==> src/rtl/hecc_pkg.sv <==
// Shared types for the sector single-bit ECC checker.
// Assumes a two-bit status code that callers decode directly.
package hecc_pkg;
    typedef enum logic [1:0] {
        HECC_PASS  = 2'd0,
        HECC_FIXED = 2'd1,
        HECC_FAIL  = 2'd2
    } hecc_status_e;
endpackage

==> src/rtl/hecc_code_diff.sv <==
// Packs the raw parity word into the code layout, inverts it, and XORs it
// with the stored code.
// Assumes each half of the code sits at the bottom of a SLOT_W-bit slot in
// the raw word. The bits above HALF_W in each slot are reserved.
module hecc_code_diff #(
    parameter int HALF_W = 12,
    parameter int SLOT_W = 16,
    localparam int RAW_W  = 2 * SLOT_W,
    localparam int CODE_W = 2 * HALF_W
) (
    input  logic [RAW_W-1:0]  raw_word,
    input  logic [CODE_W-1:0] stored_code,
    output logic [CODE_W-1:0] diff
);
    logic [CODE_W-1:0] packed_code;

    // Drop the reserved nibbles and invert, so an erased sector matches all-ones.
    always_comb begin
        packed_code = ~{raw_word[SLOT_W+HALF_W-1:SLOT_W], raw_word[HALF_W-1:0]};
        diff        = packed_code ^ stored_code;
    end
endmodule

==> src/rtl/hecc_bit_mask.sv <==
// Decodes a bit index into a one-hot mask that can be XORed into a byte.
// Assumes the index is always within the mask width.
module hecc_bit_mask #(
    parameter int IDX_W = 3,
    localparam int MASK_W = 1 << IDX_W
) (
    input  logic [IDX_W-1:0]  bit_idx,
    output logic [MASK_W-1:0] mask
);
    for (genvar g = 0; g < MASK_W; g++) begin : g_dec
        // One decoder line per mask bit.
        assign mask[g] = (bit_idx == IDX_W'(g));
    end
endmodule

==> src/rtl/hecc_classify.sv <==
// Classifies a code difference as pass, data-bit repair, stored-code error
// or uncorrectable, and forms the repair address and mask.
// Assumes a data-bit error gives complementary halves, with the upper half
// holding the failing bit address.
module hecc_classify
    import hecc_pkg::*;
#(
    parameter int HALF_W       = 12,
    parameter int BIT_IDX_W    = 3,
    parameter int SECTOR_BYTES = 512,
    localparam int CODE_W = 2 * HALF_W,
    localparam int BYTE_W = HALF_W - BIT_IDX_W,
    localparam int MASK_W = 1 << BIT_IDX_W
) (
    input  logic [CODE_W-1:0] diff,
    output hecc_status_e      verdict,
    output logic              repair,
    output logic [BYTE_W-1:0] repair_byte,
    output logic [MASK_W-1:0] repair_mask
);
    logic              is_clean;
    logic              is_data_err;
    logic              is_code_err;
    logic              in_range;
    logic [BYTE_W-1:0] byte_idx;
    logic [MASK_W-1:0] decoded;

    hecc_bit_mask #(.IDX_W(BIT_IDX_W)) u_mask (
        .bit_idx (diff[HALF_W+BIT_IDX_W-1:HALF_W]),
        .mask    (decoded)
    );

    // Recognise the three difference patterns and the byte bound.
    always_comb begin
        is_clean    = (diff == '0);
        is_data_err = ((diff[CODE_W-1:HALF_W] ^ diff[HALF_W-1:0]) == {HALF_W{1'b1}});
        is_code_err = !is_clean && ((diff & (diff - CODE_W'(1))) == '0);
        byte_idx    = diff[CODE_W-1:HALF_W+BIT_IDX_W];
        in_range    = (32'(byte_idx) < SECTOR_BYTES);
    end

    // Pick the verdict in priority order and gate the repair outputs.
    always_comb begin
        repair      = 1'b0;
        repair_byte = '0;
        repair_mask = '0;
        if (is_clean) begin
            verdict = HECC_PASS;
        end else if (is_data_err) begin
            if (in_range) begin
                verdict     = HECC_FIXED;
                repair      = 1'b1;
                repair_byte = byte_idx;
                repair_mask = decoded;
            end else begin
                verdict = HECC_FAIL;
            end
        end else if (is_code_err) begin
            verdict = HECC_FIXED;
        end else begin
            verdict = HECC_FAIL;
        end
    end
endmodule

==> src/rtl/hecc_sector_fix.sv <==
// Top of the sector single-bit ECC checker and corrector. A start pulse
// samples the raw parity word and the stored code. One clock later the
// verdict appears with a done pulse.
// Assumes a synchronous active-low reset. The verdict fields hold between
// checks, and fix_valid is a pulse.
module hecc_sector_fix
    import hecc_pkg::*;
#(
    parameter int HALF_W       = 12,
    parameter int SLOT_W       = 16,
    parameter int BIT_IDX_W    = 3,
    parameter int SECTOR_BYTES = 512,
    localparam int RAW_W  = 2 * SLOT_W,
    localparam int CODE_W = 2 * HALF_W,
    localparam int BYTE_W = HALF_W - BIT_IDX_W,
    localparam int MASK_W = 1 << BIT_IDX_W
) (
    input  logic              clk,
    input  logic              rst_n,
    input  logic              start,
    input  logic [RAW_W-1:0]  raw_ecc,
    input  logic [CODE_W-1:0] stored_ecc,
    output logic              done,
    output logic [1:0]        status,
    output logic              fix_valid,
    output logic [BYTE_W-1:0] fix_byte_addr,
    output logic [MASK_W-1:0] fix_mask
);
    logic [CODE_W-1:0] diff;
    hecc_status_e      verdict;
    logic              repair;
    logic [BYTE_W-1:0] repair_byte;
    logic [MASK_W-1:0] repair_mask;

    hecc_code_diff #(.HALF_W(HALF_W), .SLOT_W(SLOT_W)) u_diff (
        .raw_word    (raw_ecc),
        .stored_code (stored_ecc),
        .diff        (diff)
    );

    hecc_classify #(
        .HALF_W       (HALF_W),
        .BIT_IDX_W    (BIT_IDX_W),
        .SECTOR_BYTES (SECTOR_BYTES)
    ) u_cls (
        .diff        (diff),
        .verdict     (verdict),
        .repair      (repair),
        .repair_byte (repair_byte),
        .repair_mask (repair_mask)
    );

    // Register the verdict on start; hold the fields, pulse done and fix_valid.
    always_ff @(posedge clk) begin
        if (!rst_n) begin
            done          <= 1'b0;
            status        <= 2'd0;
            fix_valid     <= 1'b0;
            fix_byte_addr <= '0;
            fix_mask      <= '0;
        end else begin
            done      <= start;
            fix_valid <= start && repair;
            if (start) begin
                status        <= verdict;
                fix_byte_addr <= repair_byte;
                fix_mask      <= repair_mask;
            end
        end
    end
endmodule

==> config.mk <==
export PLATFORM = sky130hd
export DESIGN_NAME = hecc_sector_fix
export DESIGN_NICKNAME = d
export VERILOG_FILES = /design/src/rtl/hecc_pkg.sv /design/src/rtl/hecc_code_diff.sv /design/src/rtl/hecc_bit_mask.sv /design/src/rtl/hecc_classify.sv /design/src/rtl/hecc_sector_fix.sv
export SDC_FILE = /design/constraint.sdc
export NUM_CORES = 1
export LEC_CHECK = 0
export ABC_AREA = 1
export CAP_MARGIN = 40
export CORE_MARGIN = 1
export CORE_UTILIZATION = 39
export CTS_CLUSTER_DIAMETER = 150
export DETAILED_ROUTE_END_ITERATION = 10
export DONT_BUFFER_PORTS = 1
export GPL_ROUTABILITY_DRIVEN = 0
export SLEW_MARGIN = 20
export SYNTH_ARGS = -nofsm -noshare
export SYNTH_HDL_FRONTEND = slang
export SYNTH_SLANG_ARGS = --single-unit
==> constraint.sdc <==
create_clock -name clk -period 2.4 [get_ports clk]
set_input_delay 0.12 -clock clk [delete_from_list [all_inputs] [get_ports clk]]
set_output_delay 0.12 -clock clk [all_outputs]
set_load 0.005 [all_outputs]
# Yosys cells after proc, flatten, opt, wreduce, memory -nomap -nowiden
# Cells that the tools add are included.
[word_totals]
reg_bits = 21
input_bits = 59
out_inout_bits = 21
word_cells = 33
[op_classes]
n_addsub = 1
n_eq_ne = 8
n_mux = 9
bitwise = 4
reduce_logical = 6
[op_table]
columns = ["cell", "n"]
rows = [
  ["$logic_not 24->1", 2],
  ["$and 24x24->24", 1],
  ["$not 24->24", 1],
  ["$sub 24x1->24 const B", 1],
  ["$xor 24x24->24", 1],
  ["$mux 9", 2],
  ["$mux 8", 2],
  ["$eq 12x12->1 const B", 1],
  ["$eq 3x3->1 const B", 4],
  ["$xor 12x12->12", 1],
  ["$eq 3x2->1 const B", 2],
  ["$mux 2", 3],
  ["$eq 3x1->1 const B", 1],
  ["$logic_not 3->1", 1],
  ["$logic_and 1x1->1", 2],
  ["$mux 1", 2],
  ["$logic_not 1->1", 1],
]

# Logic depth before layout (Yosys ltp)
[depth]
depth_word = 9
depth_mapped = 16
mapped_depth_nobuf = 16

# Cells and area by module
# Synthesis repeated with hierarchy kept, for this count alone.
[unflattened]
cells_unflattened = 472
hier_area_um2 = 2304.7
[modules_own_cells]
columns = ["mod", "instances", "cells_per_inst", "area_per_inst_um2", "seq_area_each_um2"]
rows = [
  ["hecc_classify", 1, 211, 967.2, 0.0],
  ["hecc_sector_fix", 1, 126, 830.8, 420.4],
  ["hecc_code_diff", 1, 120, 450.4, 0.0],
  ["hecc_bit_mask", 1, 15, 56.3, 0.0],
]

# Worst setup path after synthesis
# Ideal clock, no wire load.
[synth_timing]
kind = "input to register"
start = "input raw_ecc[18]"
end = "register fix_byte_addr[3]"
setup_time_ns = 0.117
arrival_ns = 1.186
required_time_ns = 2.283
slack_ns = 1.097
cell_stages = 11
n_path_buf = 1
path_cell_list = "inv_1 -> nand2_1 -> nand2_2 -> nor2_2 -> nand2_1 -> nor2_2 -> nand3_1 -> nand2_1 -> nor2_2 -> buf_6 -> a22o_1"
[synth_between]
elab_chain_cells = 6
word_cells_on_any_way = 7
classes_between = "eq/ne (1); mux (2); bitwise (3); reduce/logical (1)"
[synth_lines]
columns = ["item", "line_no", "source"]
rows = [
  ["from (decl)", "hecc_sector_fix.sv:21", "input logic [RAW_W-1:0] raw_ecc,"],
  ["$not 24->24 (*)", "hecc_code_diff.sv:19", "packed_code = ~{raw_word[SLOT_W+HALF_W-1:SLOT_W], raw_word[HALF_W-1:0]};"],
  ["$xor 24x24->24 (*)", "hecc_code_diff.sv:20", "diff = packed_code ^ stored_code;"],
  ["$xor 12x12->12", "hecc_classify.sv:36", "is_data_err = ((diff[CODE_W-1:HALF_W] ^ diff[HALF_W-1:0]) == {HALF_W{1'b1}});"],
  ["$eq 12x12->1", "hecc_classify.sv:36", ""],
  ["$mux 9", "hecc_classify.sv:49", "end else if (is_data_err) begin"],
  ["$mux 9 (*)", "hecc_classify.sv:47", "if (is_clean) begin"],
  ["to (signal assigned)", "hecc_sector_fix.sv:66", "fix_byte_addr <= repair_byte;"],
  ["to (decl)", "hecc_sector_fix.sv:26", "output logic [BYTE_W-1:0] fix_byte_addr,"],
]
# Mark *: on every way between the ends. The rest lies on a longest branch, timed or not.
# A chain may end at the register's enable or synchronous reset.

==> impl_metrics.toml <==
[sta]
fin_ws_ps = 570
hold_viol = 0
worst_slew_pin_slew_ps = 463
setup_violations = 0
max_freq_ghz = 0.546
finalCritPeriodShare_pct = 76.3
finalMaxSlewViolations = 0
skew_ps = 0
tns_ps = 0
rsz0062_at_grt = "no"
period_needed_ps = 1830
slew_headroom_pct = 69.1

[logic_synthesis]
yosys_warnings = 0
yosysTopAreaCellShare_pct = 34.1
synth_nets = 455
synthesis.area_um2 = 2050
synth-edff-count = 0
yosys.area.top_type = "nand2_1"
async_reset_ff_share_pct = 0
synth_cell_types = 21
avgSynthCellArea_um2 = 5.18
syn-instance-count = 396
synth_common_cells = "186 x nand2_1, 68 x inv_1, 48 x nor2_1"
synth.most_common_cell = "nand2_1"
netlist_top_cells_area = "nand2_1 34%, dfxtp_1 21%, inv_1 12%, nor2_1 8.8%, nand3_1 3.7%"
ys_ff_latch = 21
yosysSeqAreaShare_pct = 20.5
yosys_most_used_dff = "dfxtp_1"

[finish]
seq_area_um2 = 420
n_antenna_cell = 0
fin_util_pct = 43.2
multiInputGateArea_um2 = 1360
drive_gt1_share_pct = 6.23
area_growth_pct = 7.08
final_nets = 461
fillers = 602

[route]
wl_mm = 5.02
ant_nets = 0
first_pass_iters = 4
vias = 2192
routedWlPerCell_um = 10.7
drtIter0Drc = 114
drcViolationCount = 0
via_per_inst = 4.65

[cts]
insertion_delay_ps = 250
clkTransAtPathRegs_ps = 70
hold_buffers = 2
htree_levels = 1
root_buffer = "clkbuf_8"
cts_setup_buffers = 0
cts_tree = "done"
cts_buffer_depth = 2
cts_resized = 0
cts_buffers = 3
clock-sinks = 21

[worst_hold_path]
hold_class = "in -> reg"

[critical_path]
cp_max_fo = 11
cp-end-kind = "flip-flop"
crit_path_start_kind = "primary input"
cp.required_ps = 2600
path_class = "in -> reg"
crit_arrival_ps = 2030

[floorplan]
die_w_um = 74.5
boundaryPins = 80
fp.coreArea_um2 = 5070
die_area_um2 = 5550
rows = 26
fp.dieH_um = 74.5
start_util_pct = 40.4

[power]
power.total_mw = 0.847
p_per_area_nw_per_um2 = 386
peakVddDrop_uv = 206
p_leak_nw = 1.24

[global_routing]
grt.total_usage_pct = 18.0
grt_pass1_vias = 1876
grt_max_degree = 20
grt_overflow_total = 0
antenna_found_initial = 0
grt_pass1_wl_mm = 7.84

[placed_design]
post-place-ws_ps = 666
dp_hpwl_mm = 4.21
portBuffers = 0

[outcome]
outcome = "finished clean"

[flow_run]
drv_cap = 0
## cell type report
| class | count | share of cell area (%) |
|---|---|---|
| inverter | 68 | 11.6 |
| sequential | 21 | 19.2 |
| clock buffer | 4 | 2.05 |
| timing repair buffer | 3 | 1.25 |
| multi-input combinational | 305 | 61.9 |
| tap | 70 | 3.99 |
## metrics by stage
stage,hold WS (ps),cell area [um^2],std cells
floorplan,232,2050,396
global placement,251,2130,465
detailed placement,240,2130,465
CTS,21.4,2190,471
global route,25.4,2190,471
finish,28.8,2190,471
## power breakdown
group | leakage, nW | total [mW] | internal, mW | switching [mW]
clock | 0.0228 | 0.221 | 0.118 | 0.103
sequential | 0.170 | 0.352 | 0.351 | 0.00150
combinational | 1.05 | 0.274 | 0.0927 | 0.181
## flip-flops by register name (all words and copies together) (netlist names)
| register | flops |
|---|---|
| done | 1 |
| fix_byte_addr | 9 |
| fix_valid | 1 |
| status | 2 |
| fix_mask | 8 |
## layout by cell type (no fill, tap or decap)
cell and count:
xnor2_2 1, nand3_1 15, nor2_2 7, a22o_1 8
nand2_1 186, clkbuf_1 1, xor2_1 1, nand4_1 5
o31ai_1 1, nor3_1 2, clkbuf_8 3, inv_1 68
nand2_2 10, o21ai_1 2, a21oi_1 2, dfxtp_1 21
nand3_2 1, xnor2_1 8, nor3b_2 2, o21ai_0 6
buf_4 1, dlygate4sd3_1 2, nor2_1 48
## critical path: stages
cell and delay [ps]:
dlygate4sd3_1 550, nand2_1 60, dlygate4sd3_1 560, inv_1 70
nand2_1 70, nor2_2 400, nand3_1 130, nand2_1 80
## worst paths after layout
check / from / end / slack [ps] / cells past startpoint
worst min register to register: fix_mask[0] / fix_mask[0] / 470 / 2
worst min-delay path: rst_n / fix_mask[1] / 30 / 2
worst max register to register: fix_byte_addr[8] / fix_byte_addr[8] / 1770 / 1
worst max-delay path: start / fix_mask[2] / 570 / 8
## kinds of logic after synthesis
logic type	after synthesis	share of synthesized area (%)
AO/OA/AOI/OAI	19	6.23
buffers and inverters	70	13.2
XOR/XNOR	10	4.64
AND/OR/NAND/NOR	276	55.4
flip-flops	21	20.5
## metal layers
metal,part of all wire (%),track usage (%),vias to the layer above
li1,-,-,1193
met1,46,23.2,922
met2,47,32.7,73
met3,6.7,1.76,4
met4,0.40,3.14,0
met5,0,0,-
(Power assumes the default switching activity.)
